$ cat config.mk
export PLATFORM = sky130hd
export DESIGN_NAME = rr_slice_sched
export DESIGN_NICKNAME = d
export VERILOG_FILES = /design/src/rtl/rrs_pkg.sv /design/src/rtl/rrs_ready_fifo.sv /design/src/rtl/rrs_slice_timer.sv /design/src/rtl/rr_slice_sched.sv
export SDC_FILE = /design/constraint.sdc
export NUM_CORES = 1
export LEC_CHECK = 0
export BUFFER_PORTS_ARGS = -buffer_cell sky130_fd_sc_hd__buf_4
export CORE_MARGIN = 4
export CORE_UTILIZATION = 35
export CTS_CLUSTER_DIAMETER = 200
export CTS_CLUSTER_SIZE = 20
export DETAILED_ROUTE_END_ITERATION = 8
export GPL_ROUTABILITY_DRIVEN = 0
export GPL_TIMING_DRIVEN = 0
export PLACE_DENSITY = 0.63
export SLEW_MARGIN = 30
export SYNTH_ARGS = -nofsm -noshare
export SYNTH_HDL_FRONTEND = slang
export SYNTH_SLANG_ARGS = --single-unit
$ cat constraint.sdc
create_clock -name clk -period 3.9 [get_ports clk]
set_input_delay 0.78 -clock clk [delete_from_list [all_inputs] [get_ports clk]]
set_output_delay 0.78 -clock clk [all_outputs]
set_load 0.03 [all_outputs]
$ cat src/rtl/rrs_pkg.sv
package rrs_pkg;
    typedef enum logic [1:0] {
        ST_IDLE = 2'd0,
        ST_RUN  = 2'd1,
        ST_HELD = 2'd2
    } sched_state_e;
endpackage

$ cat src/rtl/rrs_ready_fifo.sv
module rrs_ready_fifo #(
    parameter int DEPTH = 4,
    parameter int IDW   = 2
) (
    input  logic                         clk,
    input  logic                         rst_n,
    input  logic                         push_a,
    input  logic [IDW-1:0]               id_a,
    input  logic                         push_b,
    input  logic [IDW-1:0]               id_b,
    input  logic                         pop,
    output logic [IDW-1:0]               head_id,
    output logic [$clog2(DEPTH+1)-1:0]   count
);
    localparam int PW = (DEPTH > 1) ? $clog2(DEPTH) : 1;
    localparam int CQ = $clog2(DEPTH + 1);

    logic [IDW-1:0] slot [DEPTH];
    logic [PW-1:0]  rd_ptr, wr_ptr, wr_b_ptr;

    function automatic logic [PW-1:0] adv(input logic [PW-1:0] p, input logic [1:0] k);
        int unsigned s;
        s = int'(p) + int'(k);
        if (s >= DEPTH) s = s - DEPTH;
        return s[PW-1:0];
    endfunction

    // second push lands behind the first one in the same cycle
    assign wr_b_ptr = push_a ? adv(wr_ptr, 2'd1) : wr_ptr;
    assign head_id  = slot[rd_ptr];

    always_ff @(posedge clk) begin
        if (push_a) slot[wr_ptr]   <= id_a;
        if (push_b) slot[wr_b_ptr] <= id_b;
    end

    always_ff @(posedge clk or negedge rst_n) begin
        if (!rst_n) begin
            rd_ptr <= '0;
            wr_ptr <= '0;
            count  <= '0;
        end else begin
            wr_ptr <= adv(wr_ptr, {1'b0, push_a} + {1'b0, push_b});
            rd_ptr <= pop ? adv(rd_ptr, 2'd1) : rd_ptr;
            count  <= count + CQ'(push_a) + CQ'(push_b) - CQ'(pop);
        end
    end


    fifo_overflow_chk: assert property (@(posedge clk) disable iff (!rst_n)
        (int'(count) + int'(push_a) + int'(push_b) - int'(pop)) <= DEPTH);

    pop_empty_chk: assert property (@(posedge clk) disable iff (!rst_n)
        pop |-> (count != '0));
endmodule

$ cat src/rtl/rrs_slice_timer.sv
module rrs_slice_timer #(
    parameter int CNT_W = 8
) (
    input  logic             clk,
    input  logic             rst_n,
    input  logic             load,
    input  logic             step,
    input  logic [CNT_W-1:0] slice_len,
    output logic             expire
);
    logic [CNT_W-1:0] used, limit;
    logic [CNT_W:0]   used_inc;

    assign used_inc = {1'b0, used} + 1'b1;
    assign expire   = step && (used_inc >= {1'b0, limit});

    always_ff @(posedge clk or negedge rst_n) begin
        if (!rst_n) begin
            used  <= '0;
            limit <= CNT_W'(1);
        end else if (load) begin
            used  <= '0;
            limit <= (slice_len == '0) ? CNT_W'(1) : slice_len;
        end else if (step) begin
            used  <= expire ? '0 : used_inc[CNT_W-1:0];
        end
    end


    cnt_bound_chk: assert property (@(posedge clk) disable iff (!rst_n)
        (limit != '0) && (used < limit));

    hold_count_chk: assert property (@(posedge clk) disable iff (!rst_n)
        (!step && !load) |=> $stable(used));
endmodule

$ cat src/rtl/rr_slice_sched.sv
module rr_slice_sched
    import rrs_pkg::*;
#(
    parameter int NUM_TASKS = 4,
    parameter int WORK_W    = 8,
    parameter int CNT_W     = 8,
    parameter int IDW       = (NUM_TASKS > 1) ? $clog2(NUM_TASKS) : 1
) (
    input  logic                 clk,
    input  logic                 rst_n,
    input  logic                 tick,
    input  logic                 hp_req,
    input  logic                 add_valid,
    input  logic [IDW-1:0]       add_id,
    input  logic [WORK_W-1:0]    add_work,
    input  logic [CNT_W-1:0]     slice_len,
    output logic                 run_valid,
    output logic [IDW-1:0]       run_id,
    output logic                 slice_irq,
    output logic [NUM_TASKS-1:0] task_done
);
    localparam int CQ = $clog2(NUM_TASKS + 1);

    sched_state_e          state, state_nxt;
    logic [IDW-1:0]        active_id, q_head;
    logic [CQ-1:0]         q_cnt;
    logic [NUM_TASKS-1:0]  busy;
    logic [WORK_W-1:0]     rem_bus [NUM_TASKS];
    logic [WORK_W-1:0]     act_rem;
    logic step, last, expire, accept_new, requeue, grant_idle, handoff, pop, load;

    assign act_rem    = rem_bus[active_id];
    assign step       = (state == ST_RUN) && tick && !hp_req;
    assign last       = step && (act_rem == WORK_W'(1));
    assign accept_new = add_valid && !busy[add_id] && (add_work != '0);
    assign requeue    = expire && !last && (q_cnt != '0);
    assign grant_idle = (state == ST_IDLE) && !hp_req && (q_cnt != '0);
    assign handoff    = last && (q_cnt != '0);
    assign pop        = grant_idle || requeue || handoff;
    assign load       = grant_idle || handoff || (expire && !last);

    rrs_ready_fifo #(.DEPTH(NUM_TASKS), .IDW(IDW)) u_queue (
        .clk(clk), .rst_n(rst_n),
        .push_a(accept_new), .id_a(add_id),
        .push_b(requeue),    .id_b(active_id),
        .pop(pop), .head_id(q_head), .count(q_cnt)
    );

    rrs_slice_timer #(.CNT_W(CNT_W)) u_timer (
        .clk(clk), .rst_n(rst_n), .load(load), .step(step),
        .slice_len(slice_len), .expire(expire)
    );

    for (genvar gi = 0; gi < NUM_TASKS; gi++) begin : g_task
        logic [WORK_W-1:0] rem;
        logic              live;
        always_ff @(posedge clk or negedge rst_n) begin
            if (!rst_n) begin
                rem  <= '0;
                live <= 1'b0;
            end else if (accept_new && (add_id == IDW'(gi))) begin
                rem  <= add_work;
                live <= 1'b1;
            end else if (step && (active_id == IDW'(gi))) begin
                rem  <= rem - 1'b1;
                if (last) live <= 1'b0;
            end
        end
        assign rem_bus[gi] = rem;
        assign busy[gi]    = live;
    end

    // state register
    always_ff @(posedge clk or negedge rst_n) begin
        if (!rst_n) state <= ST_IDLE;
        else        state <= state_nxt;
    end

    always_comb begin
        state_nxt = state;
        unique case (state)
            ST_IDLE: if (grant_idle) state_nxt = ST_RUN;
            ST_RUN: begin
                if (hp_req)                        state_nxt = ST_HELD;
                else if (last && (q_cnt == '0))    state_nxt = ST_IDLE;
            end
            ST_HELD: if (!hp_req) state_nxt = ST_RUN;
            default: state_nxt = ST_IDLE;
        endcase
    end

    // outputs and active task
    always_ff @(posedge clk or negedge rst_n) begin
        if (!rst_n) begin
            active_id <= '0;
            slice_irq <= 1'b0;
            task_done <= '0;
        end else begin
            if (pop) active_id <= q_head;
            slice_irq <= expire && !last;
            task_done <= last ? (NUM_TASKS'(1) << active_id) : '0;
        end
    end

    assign run_valid = (state == ST_RUN);
    assign run_id    = active_id;


    done_onehot_chk: assert property (@(posedge clk) disable iff (!rst_n)
        $onehot0(task_done));

    irq_excl_chk: assert property (@(posedge clk) disable iff (!rst_n)
        slice_irq |-> (task_done == '0));

    irq_keeps_run_chk: assert property (@(posedge clk) disable iff (!rst_n)
        slice_irq |-> run_valid);

    held_quiet_chk: assert property (@(posedge clk) disable iff (!rst_n)
        (state == ST_HELD) |=> ((task_done == '0) && !slice_irq));

    held_resume_chk: assert property (@(posedge clk) disable iff (!rst_n)
        ((state == ST_HELD) && !hp_req) |=> (run_valid && $stable(run_id)));
endmodule

==> PnR_summary.wiki <==
{| class="wikitable"
! Metric !! Value
|-
| Starting DRT DRC Count || 203
|-
| Final core utilization || 42.0%
|-
| Leading cell type in the layout, fill and taps excluded || sky130_fd_sc_hd__dfrtp_1
|-
| Via-to-Cell Ratio || 5.18
|-
| Outcome || completed
|-
| Core region area || 12000 um2
|-
| Vias after detailed routing || 3203
|-
| Aggregate routed wire length || 9320 um
|-
| Max-slew headroom || 42.7%
|-
| Fraction of power consumed by combinational cells || 33.9%
|-
| Synth-to-Final Area Change || 17.9%
|-
| Source of the worst register-to-register timing path || u_timer.used[1]
|-
| Clock share of power || 23.2%
|-
| Peak supply drop || 208 uV
|-
| Inserted Diodes || 0
|-
| Setup repair after global routing missed its margin || no
|-
| Portion of the post-synthesis area used by sequential elements || 45.4%
|-
| Die outline area || 14100 um2
|-
| CTS tree || built
|-
| Hold Buf Count CTS || 0
|-
| Clock-pin slew of the registers on the worst-case setup and hold paths || 0.06 ns
|-
| P_sw || 1150 uW
|-
| Number of antenna violations at the first check in global routing || 0
|-
| Number of synthesized register bits || 76
|-
| Fin. Hold Viols || 0
|-
| Top Family by Delay on Critical Path || adder cells
|-
| Die boundary width || 119 um
|-
| Pre-antenna DRT Iters || 4
|-
| Average cell area after synthesis || 10.1 um2
|-
| Number of nets in the layout || 512
|-
| Skew-Pair Late Insertion Delay || 0.33 ns
|-
| Antenna violation net count after detailed routing || 0
|-
| Total Routing Usage GR || 14.1%
|-
| Area of the multi-input gates || 2260 um2
|-
| Pin slew with the least headroom to its limit || 0.853 ns
|-
| Cell total after placement || 600
|-
| Power Dens Cells || 639 nW/um2
|-
| Dominant register cell in the synthesized netlist || sky130_fd_sc_hd__dfrtp_1
|-
| Fraction of power spent switching nets || 35.8%
|-
| Post-route DRC violation count || 0
|-
| Worst Path Arrival || 3.91 ns
|-
| Congestion Overflow GR || 0
|-
| Final worst path period need || 3.70 ns
|-
| Number of instances in the synthesized netlist || 425
|-
| Sequential power share || 42.9%
|-
| Tot Pwr || 3220 uW
|-
| Required time reported for the critical path endpoint || 4.11 ns
|-
| Master of the slowest instance on the critical path || sky130_fd_sc_hd__fa_1
|-
| Post-route cell area || 5050 um2
|-
| Largest fanout on the critical path || 5
|-
| Number of filler cells placed in the layout || 1156
|-
| Clock Skews || 0.0112 ns
|-
| Share of the clock period used by the worst path after layout || 94.8%
|-
| Pins over their slew limit || 0
|-
| Cell internal power dissipation || 2070 uW
|-
| Highest clock rate || 0.270 GHz
|-
| Number of buffers and inverters on the critical path || 1
|-
| Nets in the synthesized netlist || 470
|-
| Share of flip-flops with an asynchronous set or reset after synthesis || 89.5%
|-
| Count of boundary I/O pins || 31
|-
| Number of buffers created by CTS || 9
|-
| Die height || 119 um
|-
| Worst path cell trace || ha_4, and3_4, nand3_2, xnor2_1, ha_1, a211o_1, a21oi_2, o21ai_4, o21ai_4, a31oi_2, ha_1, inv_1, fa_1, fa_1, xnor2_1
|-
| Buffer cell driving the clock tree root || sky130_fd_sc_hd__clkbuf_16
|-
| Most frequent cells in the layout || 67 x sky130_fd_sc_hd__dfrtp_1, 40 x sky130_fd_sc_hd__nand2_1, 35 x sky130_fd_sc_hd__nor2_1, 31 x sky130_fd_sc_hd__buf_4, 30 x sky130_fd_sc_hd__inv_1
|-
| Max cap viols || 0
|-
| Fraction of synthesized cell area taken by the top area cell type || 39.2%
|-
| Vias in the first global route || 3340
|-
| Wire length of the first global-routing pass || 16200 um
|-
| Pin count of the biggest net entering global routing || 69
|-
| Share of final-layout standard cells stronger than drive strength 1 || 18.5%
|-
| Category of the worst setup path capture point || register
|-
| Synth area leader || sky130_fd_sc_hd__dfrtp_1
|-
| Netlist cell types || 53
|-
| CP startpoint kind || register
|-
| Number of buffers inserted by port buffering || 28
|-
| Worst hold slack || 0.444 ns
|-
| Type of the worst setup path || register to register
|-
| Final HPWL from detailed placement || 6840 um
|-
| Effective utilization at floorplan || 35.6%
|-
| Post-layout instance count excluding filler cells || 618
|-
| Site row count || 40
|-
| Leakage power of the design || 0.00217 uW
|-
| Critical Path Max Stage Delay || 0.42 ns
|-
| FF+latch area || 1940 um2
|-
| Synthesized area || 4280 um2
|-
| Total number of yosys warnings || 0
|-
| Number of H-tree branching levels || 3
|-
| Number of flops mapped to enable cells by yosys || 8
|-
| Type of the tightest min-delay check || input port to async pin
|-
| Top area cells in the synthesized netlist || sky130_fd_sc_hd__dfrtp_1 39%, sky130_fd_sc_hd__edfxtp_1 5.6%, sky130_fd_sc_hd__ha_1 5.6%
|-
| Detail-routed net length per standard cell || 15.1 um
|-
| Setup-violating endpoint count in the final report || 0
|-
| Clock tree buffer depth || 2
|-
| Launch point of the critical path || u_timer.used[1]
|-
| Total placed instance area || 4680 um2
|-
| CTS Sinks || 76
|}
power by group through the flow:
stage          clock network (uW)  logic (uW)  registers, uW
6_report                      748        1090           1380
5_1_grt                       804        1250           1430
4_1_cts                       768        1100           1380
3_5_place_dp                    0        1050           1390
3_3_place_gp                    0        1010           1380
2_1_floorplan                   0         796           1340
what timing repair did:
item | in CTS | in global routing
resized for setup | 11 | 3
setup endpoints to repair | 9 | 2
setup buffers | 3 | 1
pin swaps | 2 | 4
final cells by class:
class / count / area share, %
clock buffer: 12 / 4.88
timing repair buffer: 32 / 4.84
clock inverter: 3 / 0.298
inverter: 31 / 2.31
tap: 147 / 3.64
buffer: 9 / 0.818
multi-input combinational: 308 / 44.7
sequential: 76 / 38.5
cells in the mapped netlist (6+ instances only):
library cell / n
sky130_fd_sc_hd__nand3_1: 10
sky130_fd_sc_hd__xnor2_1: 19
sky130_fd_sc_hd__nand2_1: 40
sky130_fd_sc_hd__dfrtp_1: 67
sky130_fd_sc_hd__xor2_1: 20
sky130_fd_sc_hd__nand2b_1: 6
sky130_fd_sc_hd__o21ai_0: 23
sky130_fd_sc_hd__nor4_1: 11
sky130_fd_sc_hd__ha_1: 19
sky130_fd_sc_hd__inv_1: 30
sky130_fd_sc_hd__a21oi_1: 27
sky130_fd_sc_hd__mux2_2: 17
sky130_fd_sc_hd__nor3_1: 16
sky130_fd_sc_hd__nor2_1: 35
sky130_fd_sc_hd__edfxtp_1: 8
sky130_fd_sc_hd__clkbuf_1: 9
cells by family (layout without fill, tap and decap cells):
| logic type | after synthesis | after routing | synth area share [%] |
|---|---|---|---|
| adder cells (fa/ha/maj) | 22 | 22 | 6.96 |
| XOR/XNOR | 39 | 39 | 7.98 |
| AO/OA/AOI/OAI | 74 | 74 | 10.3 |
| buffers and inverters | 41 | 87 | 3.77 |
| flip-flops | 76 | 76 | 45.4 |
| AND/OR/NAND/NOR | 146 | 146 | 17.4 |
| multiplexers | 27 | 27 | 8.24 |
metrics by stage:
stage,setup slack (ns),TNS (ns)
after floorplan,0.0342,0
after global placement,-0.480,-1.07
after detailed placement,-0.520,-1.32
after CTS,0.0480,0
after global routing,0.0135,0
final,0.203,0
sequential cells by signal (all words and copies together) (netlist names):
signal,flops
g_task.live,4
g_task.rem,32
run_id,2
slice_irq,1
state,2
task_done,4
u_queue.count,3
u_queue.rd_ptr,2
u_queue.slot,8
u_queue.wr_ptr,2
u_timer.limit,8
u_timer.used,8
path summary, 6_finish.rpt:
| path | to | slack, ns | cells past startpoint |
|---|---|---|---|
| worst max-delay path | u_queue.count[2] | 0.20 | 15 |
| worst min-delay path | u_timer.limit[7] | 0.44 | 1 |
| worst max register to register | u_queue.count[2] | 0.20 | 15 |
| worst min register to register | u_timer.limit[0] | 0.47 | 2 |
| max in group asynchronous | g_task[0].rem[2] | 3.02 | 1 |
| min in group clk | u_timer.limit[0] | 0.47 | 2 |
routing by layer:
| metal | wire [um] | vias up | track usage (%) |
|---|---|---|---|
| met1 | 4410 | 1585 | 19.2 |
| met2 | 4510 | 48 | 22.3 |
| met3 | 334 | 4 | 2.78 |
| met4 | 55 | 0 | 5.07 |
| met5 | 0 | - | 0 |
| li1 | - | 1566 | - |
worst reg2reg max path, stage by stage, from the launching register on:
cell and delay [ns]:
sky130_fd_sc_hd__dfrtp_1 0.41, sky130_fd_sc_hd__ha_4 0.17, sky130_fd_sc_hd__and3_4 0.23, sky130_fd_sc_hd__nand3_2 0.11
sky130_fd_sc_hd__xnor2_1 0.16, sky130_fd_sc_hd__ha_1 0.23, sky130_fd_sc_hd__a211o_1 0.30, sky130_fd_sc_hd__a21oi_2 0.16
sky130_fd_sc_hd__o21ai_4 0.12, sky130_fd_sc_hd__o21ai_4 0.21, sky130_fd_sc_hd__a31oi_2 0.18, sky130_fd_sc_hd__ha_1 0.32
sky130_fd_sc_hd__inv_1 0.05, sky130_fd_sc_hd__fa_1 0.42, sky130_fd_sc_hd__fa_1 0.39, sky130_fd_sc_hd__xnor2_1 0.13
Power figures use the tool's default switching activity.
